<file path="config.mk">
export PLATFORM = sky130hd
export DESIGN_NAME = hex_cmd_assembler
export DESIGN_NICKNAME = d
export VERILOG_FILES = /design/src/rtl/hca_pkg.sv /design/src/rtl/hca_char_decode.sv /design/src/rtl/hca_digit_shifter.sv /design/src/rtl/hca_cmd_publish.sv /design/src/rtl/hex_cmd_assembler.sv
export SDC_FILE = /design/constraint.sdc
export NUM_CORES = 1
export LEC_CHECK = 0
export CELL_PAD_IN_SITES_DETAIL_PLACEMENT = 0
export CELL_PAD_IN_SITES_GLOBAL_PLACEMENT = 2
export CORE_MARGIN = 5
export CORE_UTILIZATION = 47
export DETAILED_ROUTE_END_ITERATION = 6
export DONT_BUFFER_PORTS = 1
export PLACE_DENSITY_LB_ADDON = 0.1
export SYNTH_ARGS = -nofsm -noshare
export SYNTH_HDL_FRONTEND = slang
export SYNTH_SLANG_ARGS = --single-unit
</file>
<file path="constraint.sdc">
create_clock -name clk -period 1.9 [get_ports clk]
set_input_delay 0.38 -clock clk [delete_from_list [all_inputs] [get_ports clk]]
set_output_delay 0.38 -clock clk [all_outputs]
set_load 0.02 [all_outputs]
</file>
<file path="src/rtl/hca_pkg.sv">
package hca_pkg;

  localparam int unsigned DIGIT_W = 4;
  localparam int unsigned BYTE_W  = 8;

  // Control byte codes
  localparam logic [BYTE_W-1:0] CODE_COMMIT = 8'h0D;
  localparam logic [BYTE_W-1:0] CODE_CLEAR  = 8'h20;
  // Digit range: upper nibble selects the range, lower nibble is the value
  localparam logic [DIGIT_W-1:0] DIGIT_PAGE = 4'h3;

  typedef enum logic [1:0] {
    CC_NONE   = 2'd0,
    CC_DIGIT  = 2'd1,
    CC_COMMIT = 2'd2,
    CC_CLEAR  = 2'd3
  } char_class_e;

endpackage

</file>
<file path="src/rtl/hca_char_decode.sv">
module hca_char_decode
  import hca_pkg::*;
(
  input  logic [BYTE_W-1:0]  byte_i,
  input  logic               strobe_i,
  output char_class_e        class_o,
  output logic [DIGIT_W-1:0] digit_o
);

  logic is_digit;
  logic is_commit;
  logic is_clear;

  always_comb begin
    is_digit  = (byte_i[BYTE_W-1:DIGIT_W] == DIGIT_PAGE);
    is_commit = (byte_i == CODE_COMMIT);
    is_clear  = (byte_i == CODE_CLEAR);
  end

  always_comb begin
    class_o = CC_NONE;
    if (strobe_i) begin
      if (is_digit) begin
        class_o = CC_DIGIT;
      end else if (is_commit) begin
        class_o = CC_COMMIT;
      end else if (is_clear) begin
        class_o = CC_CLEAR;
      end
    end
  end

  assign digit_o = byte_i[DIGIT_W-1:0];

endmodule

</file>
<file path="src/rtl/hca_digit_shifter.sv">
module hca_digit_shifter
  import hca_pkg::*;
#(
  parameter int unsigned SLOTS = 13,
  localparam int unsigned ACC_W = SLOTS * DIGIT_W
) (
  input  logic               clk,
  input  logic               rst_n,
  input  char_class_e        class_i,
  input  logic [DIGIT_W-1:0] digit_i,
  output logic [ACC_W-1:0]   acc_o
);

  logic [DIGIT_W-1:0] slot_q [SLOTS];
  logic [DIGIT_W-1:0] slot_d [SLOTS];
  logic               shift_en;
  logic               wipe_en;
  logic               slot_en;

  always_comb begin
    shift_en = (class_i == CC_DIGIT);
    wipe_en  = (class_i == CC_CLEAR) || (class_i == CC_COMMIT);
    slot_en  = shift_en || wipe_en;
  end

  for (genvar i = 0; i < SLOTS; i++) begin : g_slot
    if (i == 0) begin : g_head
      always_comb begin
        slot_d[i] = slot_q[i];
        if (wipe_en) begin
          slot_d[i] = '0;
        end else if (shift_en) begin
          slot_d[i] = digit_i;
        end
      end
    end else begin : g_body
      always_comb begin
        slot_d[i] = slot_q[i];
        if (wipe_en) begin
          slot_d[i] = '0;
        end else if (shift_en) begin
          slot_d[i] = slot_q[i-1];
        end
      end
    end

    always_ff @(posedge clk or negedge rst_n) begin
      if (!rst_n) begin
        slot_q[i] <= '0;
      end else if (slot_en) begin
        slot_q[i] <= slot_d[i];
      end
    end

    assign acc_o[i*DIGIT_W +: DIGIT_W] = slot_q[i];
  end

endmodule

</file>
<file path="src/rtl/hca_cmd_publish.sv">
module hca_cmd_publish
  import hca_pkg::*;
#(
  parameter int unsigned WORD_W = 52
) (
  input  logic              clk,
  input  logic              rst_n,
  input  char_class_e       class_i,
  input  logic [WORD_W-1:0] acc_i,
  output logic              pulse_o,
  output logic [WORD_W-1:0] word_o
);

  logic              fire;
  logic              pulse_d;
  logic [WORD_W-1:0] word_d;

  always_comb begin
    fire    = (class_i == CC_COMMIT);
    pulse_d = fire;
    word_d  = word_o;
    if (fire) begin
      word_d = acc_i;
    end
  end

  always_ff @(posedge clk or negedge rst_n) begin
    if (!rst_n) begin
      pulse_o <= 1'b0;
    end else begin
      pulse_o <= pulse_d;
    end
  end

  always_ff @(posedge clk or negedge rst_n) begin
    if (!rst_n) begin
      word_o <= '0;
    end else if (fire) begin
      word_o <= word_d;
    end
  end

endmodule

</file>
<file path="src/rtl/hex_cmd_assembler.sv">
module hex_cmd_assembler
  import hca_pkg::*;
#(
  parameter int unsigned OPC_W = 4,
  parameter int unsigned SEL_W = 5,
  parameter int unsigned AUX_W = 43
) (
  input  logic             clk,
  input  logic             rst_n,
  input  logic [7:0]       rx_data,
  input  logic             rx_valid,
  output logic             cmd_valid,
  output logic [OPC_W-1:0] cmd_opcode,
  output logic [SEL_W-1:0] cmd_reg,
  output logic [AUX_W-1:0] cmd_aux
);

  localparam int unsigned WORD_W = OPC_W + SEL_W + AUX_W;
  localparam int unsigned SLOTS  = WORD_W / DIGIT_W;

  char_class_e        cls;
  logic [DIGIT_W-1:0] digit;
  logic [WORD_W-1:0]  acc;
  logic [WORD_W-1:0]  word;

  hca_char_decode u_decode (
    .byte_i   (rx_data),
    .strobe_i (rx_valid),
    .class_o  (cls),
    .digit_o  (digit)
  );

  hca_digit_shifter #(.SLOTS(SLOTS)) u_shift (
    .clk     (clk),
    .rst_n   (rst_n),
    .class_i (cls),
    .digit_i (digit),
    .acc_o   (acc)
  );

  hca_cmd_publish #(.WORD_W(WORD_W)) u_pub (
    .clk     (clk),
    .rst_n   (rst_n),
    .class_i (cls),
    .acc_i   (acc),
    .pulse_o (cmd_valid),
    .word_o  (word)
  );

  assign cmd_opcode = word[WORD_W-1 -: OPC_W];
  assign cmd_reg    = word[AUX_W +: SEL_W];
  assign cmd_aux    = word[AUX_W-1:0];

endmodule

</file>
======== Word level (Yosys, flattened, before mapping) ========
Cells that the tools add are included.
storage, ports and cells
  flip-flop bits (word level) ............. 105
  input port bits ......................... 11
  word-level logic and storage cells ...... 55
operators by class
  equal/unequal tests ..................... 6
  mux-type cells .......................... 30
  reductions and logical operators ........ 4
operators by type and width
  operator                                       count
  two-way mux 4 bit                              26
  == test 8 x 4 -> 1 bit, second input constant  1
  == test 8 x 6 -> 1 bit, second input constant  1
  two-way mux 2 bit                              4
  == test 2 bit, second input constant           2
  == test 4 x 2 -> 1 bit, second input constant  1
  == test 2 x 1 -> 1 bit, second input constant  1
  logical OR 1 bit                               2
  AND reduction 2 bit                            1
  nonzero test 2 bit                             1

======== Depth between registers and ports, before layout ========
Gate-level depths: netlist (run 1).
  word-level depth ........................ 9
  gate-level depth with buffers ........... 6

======== Hierarchy ========
Synthesis (run 1) repeated with hierarchy kept, for this count alone.
unflattened totals
  cell total of the unflattened synthesis .. 292
  area total of the unflattened synthesis .. 4451.8 um2
modules (own cells, without submodules)
  module             instances  cells each  area each (um2)  sequential area each (um2)
  hca_cmd_publish    1          113         2233.4           1326.3
  hca_digit_shifter  1          168         2127.0           1301.2
  hca_char_decode    1          11          91.3             0.0

======== Worst setup path after synthesis (run 1) ========
No wires, ideal clock.
  path kind ............................... input to register
  start ................................... input rx_data[7]
  end ..................................... register u_pub.word_o[0]
  arrival ................................. 1.955 ns
  required time ........................... 1.775 ns
  slack ................................... -0.180 ns
  stages .................................. 6
  path buffers ............................ 3
  cells stage by stage .................... or3b_1 -> buf_4 -> or4_4 -> buf_6 -> buf_6 -> mux2_4
on the way
  longest elaborated chain between the ends .. 6
  elaborated cells between the ends (all ways) .. 8
RTL lines
  what                    line                     text
  start, declared         hex_cmd_assembler.sv:10  input logic [7:0] rx_data,
  == test 8 x 6 -> 1 bit  hca_char_decode.sv:17    is_clear = (byte_i == CODE_CLEAR);
  two-way mux 2 bit       hca_char_decode.sv:27    end else if (is_clear) begin
  two-way mux 2 bit       hca_char_decode.sv:25    end else if (is_commit) begin
  two-way mux 2 bit *     hca_char_decode.sv:23    if (is_digit) begin
  two-way mux 2 bit *     hca_char_decode.sv:22    if (strobe_i) begin
  == test 2 bit *         hca_cmd_publish.sv:19    fire = (class_i == CC_COMMIT);
  end signal, assigned    hca_cmd_publish.sv:39    word_o <= word_d;
  end, declared           hca_cmd_publish.sv:11    output logic [WORD_W-1:0] word_o
Mark *: on every way between the ends. The rest lies on a longest branch, timed or not.
A chain may end at the register's enable or synchronous reset.

======== Worst setup path in the final report (run 1) ========
  start ................................... input rx_data[7]
  end ..................................... register u_pub.word_o[13]
Same word-level chain as after synthesis.

==> results.txt, run 1 <==
- Synthesized netlist cell count: 325
- Worst-case setup margin in the final layout: around 0.30 ns
- Detail Placement HPWL: 5.633 mm
- The floorplan has 35 rows.
- The number of gates resized after CTS was 0.
* Element type at the critical path start: input pin
* Routed wire length: 9.212 mm
- Data on the critical path is required at its endpoint by 2.14 ns.
* Violations in the final reports: hold timing
- Endpoint kind of the worst setup timing path: flop
* # placed instances: around 440
* Largest area contributor in the netlist: sky130_fd_sc_hd__dfrtp_1
- The die is 108.0 um tall.
- # DRC: 0
* Share of post-route cells with drive strength above 1: 0.2461
* R2r setup slk: 1.02 ns
* Number of setup violations in the final report: 0
* Warning count from the yosys run: 0
* GRT Overall Usage: 0.1666
- The number of cells on the worst reg-to-reg path is 1.
- Global-route wire length before repair: approximately 15 mm
- Post-synthesis sequential area ratio: 0.5824
- The cell family contributing the most delay on the critical path is simple AND/OR/NAND/NOR gates.
* Critical R2R Capture: u_pub.word_o[19]$_DFFE_PN0P_
- Outcome: complete, but fails checks
- Horizontal extent of the die: 108.0 um
- Wire length per cell: slightly above 20 um
- Root buffer cell: sky130_fd_sc_hd__clkbuf_8
- The final hold violation count was 105.
- RSZ-0062 raised after global routing: no
* Buffers on Ports: 0
- Summing all multi-input logic gate instances after layout gives around 1700 um^2.
- Actual transition at the worst max-transition pin: between 0.4 and 0.5 ns
- The first routing iteration left 111 violations.
* Final-stage net count: 329
- The tool flagged a number of max-cap violations equal to 0.
* Vias in the first global route: approximately 2700
* Total nets after synthesis: about 340
- At the later pin of the worst-skew pair, clock insertion delay measures between 0.3 and 0.4 ns.
* Maximum buffer depth of the clock tree: 2
- The die covers 11660 um^2.
- Residual antenna-violating net count after detailed routing: 0
* DRT Pass-1 Iters: 4
* Clock tree from TritonCTS: yes
- Starting utilization of the core area: 0.4860
* Max Fclk: 0.6237 GHz
- Startpoint of the worst register-to-register path: u_pub.word_o[19]$_DFFE_PN0P_
- Area of the mapped netlist: 4512 um^2
- Via count normalized by instance count: just under 6
* Flip-flop and latch count after synthesis: ~110
- The largest single stage delay on the critical path is about 0.53 ns.
* Most frequent standard cell in the layout excluding fill and tap cells: sky130_fd_sc_hd__dfrtp_1
- GRT Residual Overflow: 0
- Fillcell total: between 800 and 900
* Power density over cell area: 784.7 nW/um^2
- The number of buffers and inverters on the critical path is 1.
* Top cells by area in the synthesized netlist: sky130_fd_sc_hd__dfrtp_1, sky130_fd_sc_hd__mux2_4, sky130_fd_sc_hd__o2bb2ai_1, sky130_fd_sc_hd__o21ai_0, sky130_fd_sc_hd__clkbuf_1
- Placed Instance Area: approximately 4700 um^2
- Maximum resistive drop on vdd: 0.3783 mV
- The H-tree generated during clock tree synthesis spans 3 levels.
- Critical-path top delay cell: sky130_fd_sc_hd__or4_4
- Sink Count: roughly 110
* Final Instance Count excl. Fillers: 450
* Pin count of the biggest net entering global routing: between 100 and 150
* Worst hold slack: -0.2896 ns
* Count of different cell masters after synthesis: 24
* Pre-CTS worst setup slack: -0.06967 ns
- Post-CTS Setup Repair Bufs: 0
- Area share of the largest cell type after synthesis: 0.5824
- Top library cells by usage in the layout, fill and taps aside: sky130_fd_sc_hd__dfrtp_1, sky130_fd_sc_hd__mux2_4, sky130_fd_sc_hd__o21ai_0, sky130_fd_sc_hd__o2bb2ai_1, sky130_fd_sc_hd__nand2_1
- The finished cells cover a little under 5000 um^2.
* Final worst clock skew: 0.008222 ns
- Clock-pin slew was measured on the worst setup and hold paths at 0.09 ns.
- Across the whole layout, storage elements account for between 2000 and 3000 um^2.
* Startpoint-to-endpoint class of the critical path: input pin to flop
- TritonCTS created 9 clock buffers.
- Number of top-level design ports: 64
- Number of antenna diodes: 0
- Slew HR: 0.7053
* Average instance area after synthesis: 13.88 um^2
* Area of the placeable core: around 9300 um^2
* Area growth, synth to finish: 6.489%
* Crit share post-route: 0.8439
- Max-slew violation count: 0
- Summing over every cut layer, the via total after detailed routing is roughly 2600.
* Weighted congestion reported at the end of routability-driven placement: 0.7098
- Of all nets on the critical path, the largest fanout is 28.
* Worst-path cell chain: or3b_1 > or4_4 > buf_12 > mux2_4
- STA puts the critical path data arrival time at 1.84 ns.
* Antenna violations before repair: 0
* Shortest period the worst path allows: 1.603 ns
- In this run the worst hold path is classified as input pin to asynchronous set/reset pin.
- The analysis attributes to cell leakage a power of 2.271 nW.
-- through the flow --
| step | total power, W | utilization | TNS (ns) |
|---|---|---|---|
| after floorplan | 0.002582 | - | -8.670 |
| after global placement | 0.002641 | 0.5012 | -2.408 |
| after detailed placement | 0.002643 | 0.5012 | -3.170 |
| after CTS | 0.003813 | 0.5175 | 0 |
| after global routing | 0.003937 | 0.5175 | 0 |
| final | 0.003770 | 0.5175 | 0 |
-- final cells by class --
type                            instances  share of cell area
Clock buffer                           11             0.02734
Clock inverter                          3            0.004167
Inverter                                1           0.0007812
Multi-Input combinational cell        189              0.3581
Sequential cell                       105              0.5469
Tap cell                              129             0.03359
Timing Repair Buffer                   12             0.02917
-- metal layers --
| layer | share of wire | wire length, um | track usage |
|---|---|---|---|
| met1 | 0.49 | 4472 | 0.2419 |
| met2 | 0.45 | 4145 | 0.2464 |
| met3 | 0.052 | 476 | 0.04239 |
| met4 | 0.013 | 118 | 0.05140 |
| met5 | 0 | 0 | 0 |
-- worst max-delay path by stage --
stage / startpoint / cells past startpoint / endpoint
detailed placement: rx_data[7] / 4 / u_pub.word_o[23]$_DFFE_PN0P_
CTS: rx_data[7] / 4 / u_pub.word_o[8]$_DFFE_PN0P_
global route: rx_data[7] / 5 / u_shift.acc_o[49]$_DFFE_PN0P_
finish: rx_data[7] / 4 / u_pub.word_o[13]$_DFFE_PN0P_
floorplan: rx_data[7] / 6 / u_pub.word_o[0]$_DFFE_PN0P_
global placement: rx_data[7] / 4 / u_pub.word_o[9]$_DFFE_PN0P_
-- registers in the layout (all words and copies together) (netlist names) --
name	count
u_shift.acc_o	52
u_pub.pulse_o	1
u_pub.word_o	52
-- logic make-up after synthesis --
kind of cell / Yosys count / synth area share
compound gates: 105 / 0.1647
buf+inv: 31 / 0.03688
flops: 105 / 0.5824
mux: 52 / 0.1705
simple gates: 32 / 0.04548
-- power by group --
| part | leakage [nW] | internal (W) | switching [W] | total, W |
|---|---|---|---|---|
| combinational | 0.776 | 0.0000854 | 0.0000856 | 0.000171 |
| sequential | 1.42 | 0.00233 | 0.000101 | 0.00243 |
| clock | 0.0713 | 0.000462 | 0.000711 | 0.00117 |
| total | 2.27 | 0.00287 | 0.000897 | 0.00377 |
-- synth_stat cells --
| cell type | instances |
|---|---|
| sky130_fd_sc_hd__a2111oi_4 | 1 |
| sky130_fd_sc_hd__a31oi_1 | 11 |
| sky130_fd_sc_hd__buf_2 | 1 |
| sky130_fd_sc_hd__buf_4 | 1 |
| sky130_fd_sc_hd__buf_6 | 6 |
| sky130_fd_sc_hd__clkbuf_1 | 22 |
| sky130_fd_sc_hd__dfrtp_1 | 105 |
| sky130_fd_sc_hd__inv_1 | 1 |
| sky130_fd_sc_hd__mux2_2 | 3 |
| sky130_fd_sc_hd__mux2_4 | 49 |
| sky130_fd_sc_hd__nand2_1 | 12 |
| sky130_fd_sc_hd__nand3b_1 | 11 |
| sky130_fd_sc_hd__nand4b_1 | 1 |
| sky130_fd_sc_hd__nor2_1 | 1 |
| sky130_fd_sc_hd__nor4_1 | 1 |
| sky130_fd_sc_hd__nor4bb_1 | 1 |
| sky130_fd_sc_hd__o211ai_1 | 11 |
| sky130_fd_sc_hd__o21ai_0 | 41 |
| sky130_fd_sc_hd__o2bb2ai_1 | 41 |
| sky130_fd_sc_hd__or3b_1 | 1 |
| sky130_fd_sc_hd__or4_1 | 1 |
| sky130_fd_sc_hd__or4_4 | 1 |
| sky130_fd_sc_hd__or4b_1 | 1 |
| sky130_fd_sc_hd__or4bb_1 | 1 |
Power figures use the tool's default switching activity.
==> inputs of run 2 (changes only) <==
--- a/config.mk
+++ b/config.mk
@@ -8,7 +8,7 @@
 export CELL_PAD_IN_SITES_DETAIL_PLACEMENT = 0
 export CELL_PAD_IN_SITES_GLOBAL_PLACEMENT = 2
 export CORE_MARGIN = 5
-export CORE_UTILIZATION = 47
+export CORE_UTILIZATION = 39
 export DETAILED_ROUTE_END_ITERATION = 6
 export DONT_BUFFER_PORTS = 1
 export PLACE_DENSITY_LB_ADDON = 0.1
==> constraint.sdc (replaced) <==
create_clock -name clk -period 1.3 [get_ports clk]
set_input_delay 0.26 -clock clk [delete_from_list [all_inputs] [get_ports clk]]
set_output_delay 0.26 -clock clk [all_outputs]
set_load 0.02 [all_outputs]
==> run 2 against run 1 <==
The run ends with hold timing, setup timing left. Cell count increased by 5.8%. Highest routed layer unchanged. Via count increased by 2.0%. Combinational power increased by 78%. Sequential share of layout area decreased by 5.4 points. Largest power group unchanged. Critical endpoint is now u_pub.word_o[50]$_DFFE_PN0P_. Clock-buffer cell count decreased by 1. Sequential power increased by 47%. Register-to-register slack got worse by 0.60 ns. Clock skew decreased by 0.0044 ns. Critical path depth unchanged. First-iteration DRC count increased by 33%. Worst setup slack got worse by 0.49 ns. Core utilization decreased by 4.9 points.
==> results.txt, run 2 (synthesized netlist as in run 1, its figures left out) <==
- The maximum ir drop on the vdd rail was 0.5817 mV (was 0.3783 mV).
- The overall power of the completed layout came to 0.006630 W (was 0.003770 W).
- The number of buffers on the longest clock path is 2 (unchanged).
- The data required time at the worst endpoint was 1.52 ns (was 2.14 ns).
* Clock latency on the worst-skew pair: 0.34 ns (was 0.35 ns)
- In the finished design, the share of the clock period the worst path needs comes to 1.146.
* Final-stage net count: 339 (was 329)
- Final worst clock skew: 0.003865 ns (was 0.008222 ns)
- The first-pass iteration count of the detailed router was 4 (unchanged).
- The headroom to the max-slew limit is 0.6903 (was 0.7053).
- The number of antenna-violating nets in the routed design is 0 (unchanged).
- Outcome: complete, but fails checks (unchanged)
- Sink Count: 105 (unchanged)
- The violation count after the first detailed-routing iteration is 148 (was 111).
- The total overflow reported by the global router came to 0 (unchanged).
* Violations in the final reports: hold timing, setup timing (was hold timing)
- Top library cells by usage in the layout, fill and taps aside: sky130_fd_sc_hd__dfrtp_1, sky130_fd_sc_hd__mux2_4, sky130_fd_sc_hd__o21ai_0, sky130_fd_sc_hd__o2bb2ai_2 (was sky130_fd_sc_hd__dfrtp_1, sky130_fd_sc_hd__mux2_4, sky130_fd_sc_hd__o21ai_0, sky130_fd_sc_hd__o2bb2ai_1, sky130_fd_sc_hd__nand2_1)
* Crit-path leading delay family: simple AND/OR/NAND/NOR gates (unchanged)
- Critical-path top delay cell: sky130_fd_sc_hd__or4_4 (unchanged)
* Inserted Clock Buffers: 9 (unchanged)
- Max Fclk: 0.6715 GHz
- The share of the core filled with cells is 0.4688 (was 0.5175).
- The kind of critical path is input pin to flop (unchanged).
- The number of antenna violations at the first check in global routing came to 0 (unchanged).
* Power density over cell area: 1244 nW/um^2 (was 784.7 nW/um^2)
* Max-slew violation count: 0 (unchanged)
- Worst min path class: input pin to asynchronous set/reset pin (unchanged)
* # DRC: 0 (unchanged)
- Via count normalized by instance count: 5.616 (was 5.824)
* Number of antenna diodes: 0 (unchanged)
- Sum of negative setup slack: -15.73 ns (was 0 ns)
- The critical path launch point type was an input pin (unchanged).
* Vias in the first global route: 2794 (was 2719)
* Pin count of the biggest net entering global routing: 106 (unchanged)
- The placeable core region is 11370 um^2 (was 9284 um^2).
* Routed wire length: 9.791 mm (was 9.212 mm)
- The area of the die was 13820 um^2 (was 11660 um^2).
- Critical path data arrival time: 1.71 ns (was 1.84 ns)
* Peak per-stage delay on the critical path: 0.55 ns (was 0.53 ns)
- The buffers plus inverters on the worst setup path is 1 (unchanged).
* Lkg Pwr: 2.522 nW (was 2.271 nW)
- The pre-CTS setup slack was -0.5724 ns (was -0.06967 ns).
- Actual transition at the worst max-transition pin: 0.4646 ns (was 0.4420 ns)
- Clock tree from TritonCTS: yes (unchanged)
* Horizontal extent of the die: 117.6 um (was 108.0 um)
* Number of setup violations in the final report: 104 (was 0)
* Die extent in y: 117.6 um (was 108.0 um)
- Buffers on Ports: 0 (unchanged)
- Vias: 2673 (was 2621)
* Worst-path maximum fanout: 20 (was 28)
- The count of maximum capacitance violations came to 0 (unchanged).
* GRT Overall Usage: 0.1455 (was 0.1666)
- Shortest period the worst path allows: between 1 and 1.5 ns
* Post-CTS Setup Repair Bufs: 0 (unchanged)
* Number of top-level design ports: 64 (unchanged)
- Weighted congestion reported at the end of routability-driven placement: 0.6778 (was 0.7098)
* Global-route wire length before repair: 16.30 mm (was 15.32 mm)
- The total half-perimeter wirelength after legalization and detailed placement came to 6.038 mm (was 5.633 mm).
- The number of levels the H-tree was split into came to 3 (unchanged).
- The number of rows in the core area came to 39 (was 35).
- The post-layout worst setup margin was -0.1893 ns (was 0.2966 ns).
- Share of post-route cells with drive strength above 1: 0.3724 (was 0.2461)
* Clock transition time at the flip-flop clock pins of the worst setup and hold paths: 0.07 ns (was 0.09 ns)
- RSZ-0062 raised after global routing: yes (was no)
* Worst hold slack: -0.3868 ns (was -0.2896 ns)
- Wire length per cell: 20.57 um (was 20.47 um)
* Root buffer cell: sky130_fd_sc_hd__clkbuf_16 (was sky130_fd_sc_hd__clkbuf_8)
- Number of failing hold endpoints at the final stage: 105 (unchanged)
- Worst-path cell chain: or3b_4 > or4_4 > buf_12 > mux2_4 (was or3b_1 > or4_4 > buf_12 > mux2_4).
- The effective utilization at floorplan is 0.3968 (was 0.4860).
* Most frequent standard cell in the layout excluding fill and tap cells: sky130_fd_sc_hd__dfrtp_1 (unchanged)
- The area growth from synthesis to layout came to 18.14% (was 6.489%).
- Endpoint kind of the worst setup timing path: flop (unchanged)
-- run 2: changes by cell type in the layout (fill, tap and decap cells not counted), moves of 2 or more --
cell and change:
sky130_fd_sc_hd__clkbuf_1 -2, sky130_fd_sc_hd__o2bb2ai_1 -29, sky130_fd_sc_hd__buf_12 +7, sky130_fd_sc_hd__clkbuf_16 +9, sky130_fd_sc_hd__buf_4 +3, sky130_fd_sc_hd__o2bb2ai_2 +29
sky130_fd_sc_hd__inv_6 +2, sky130_fd_sc_hd__clkbuf_8 -8
-- run 2: worst paths after layout --
check / startpoint / end / slack (ns) / cells after the start
hold / removal: rst_n / u_pub.word_o[47]$_DFFE_PN0P_ / -0.39 / 0
setup reg to reg: u_pub.word_o[24]$_DFFE_PN0P_ / u_pub.word_o[24]$_DFFE_PN0P_ / 0.42 / 1
min in group clk: rx_data[3] / u_shift.acc_o[3]$_DFFE_PN0P_ / 0.03 / 1
hold reg to reg: u_shift.acc_o[25]$_DFFE_PN0P_ / u_shift.acc_o[29]$_DFFE_PN0P_ / 0.50 / 1
max in group asynchronous: rst_n / u_pub.word_o[6]$_DFFE_PN0P_ / 1.54 / 0
setup / recovery: rx_data[7] / u_pub.word_o[50]$_DFFE_PN0P_ / -0.19 / 4
-- run 2: per-layer routing --
layer / global-route usage / vias up / wire length, um
met5: 0 / - / 0
met4: 0.06022 / 0 / 160
met3: 0.03027 / 10 / 416
met2: 0.2026 / 50 / 4264
met1: 0.2187 / 1379 / 4949
li1: - / 1234 / -
-- run 2: repair_timing --
action / 4_1_cts / 5_1_grt
resized for setup: 1 / 0
endpoints found under the hold margin: 105 / 105
setup endpoints to repair: 104 / 104
-- run 2: metrics by stage --
step	instance area (um^2)	cells
after floorplan	4748	325
after global routing	5330	476
final	5330	476
after global placement	5024	460
after detailed placement	5024	460
after CTS	5330	476
-- run 2: layout make-up --
type,instances,area [um^2]
Fill cell,1014,6040
Sequential cell,105,2628
Multi-Input combinational cell,189,1913
Timing Repair Buffer,22,302.8
Clock buffer,10,239.0
Tap cell,143,178.9
Clock inverter,6,65.06
Inverter,1,3.754
-- run 2: where the power goes --
part           internal [W]  switching (W)
clock network       0.00155        0.00122
logic              0.000160       0.000146
registers           0.00340       0.000155
total               0.00511        0.00152
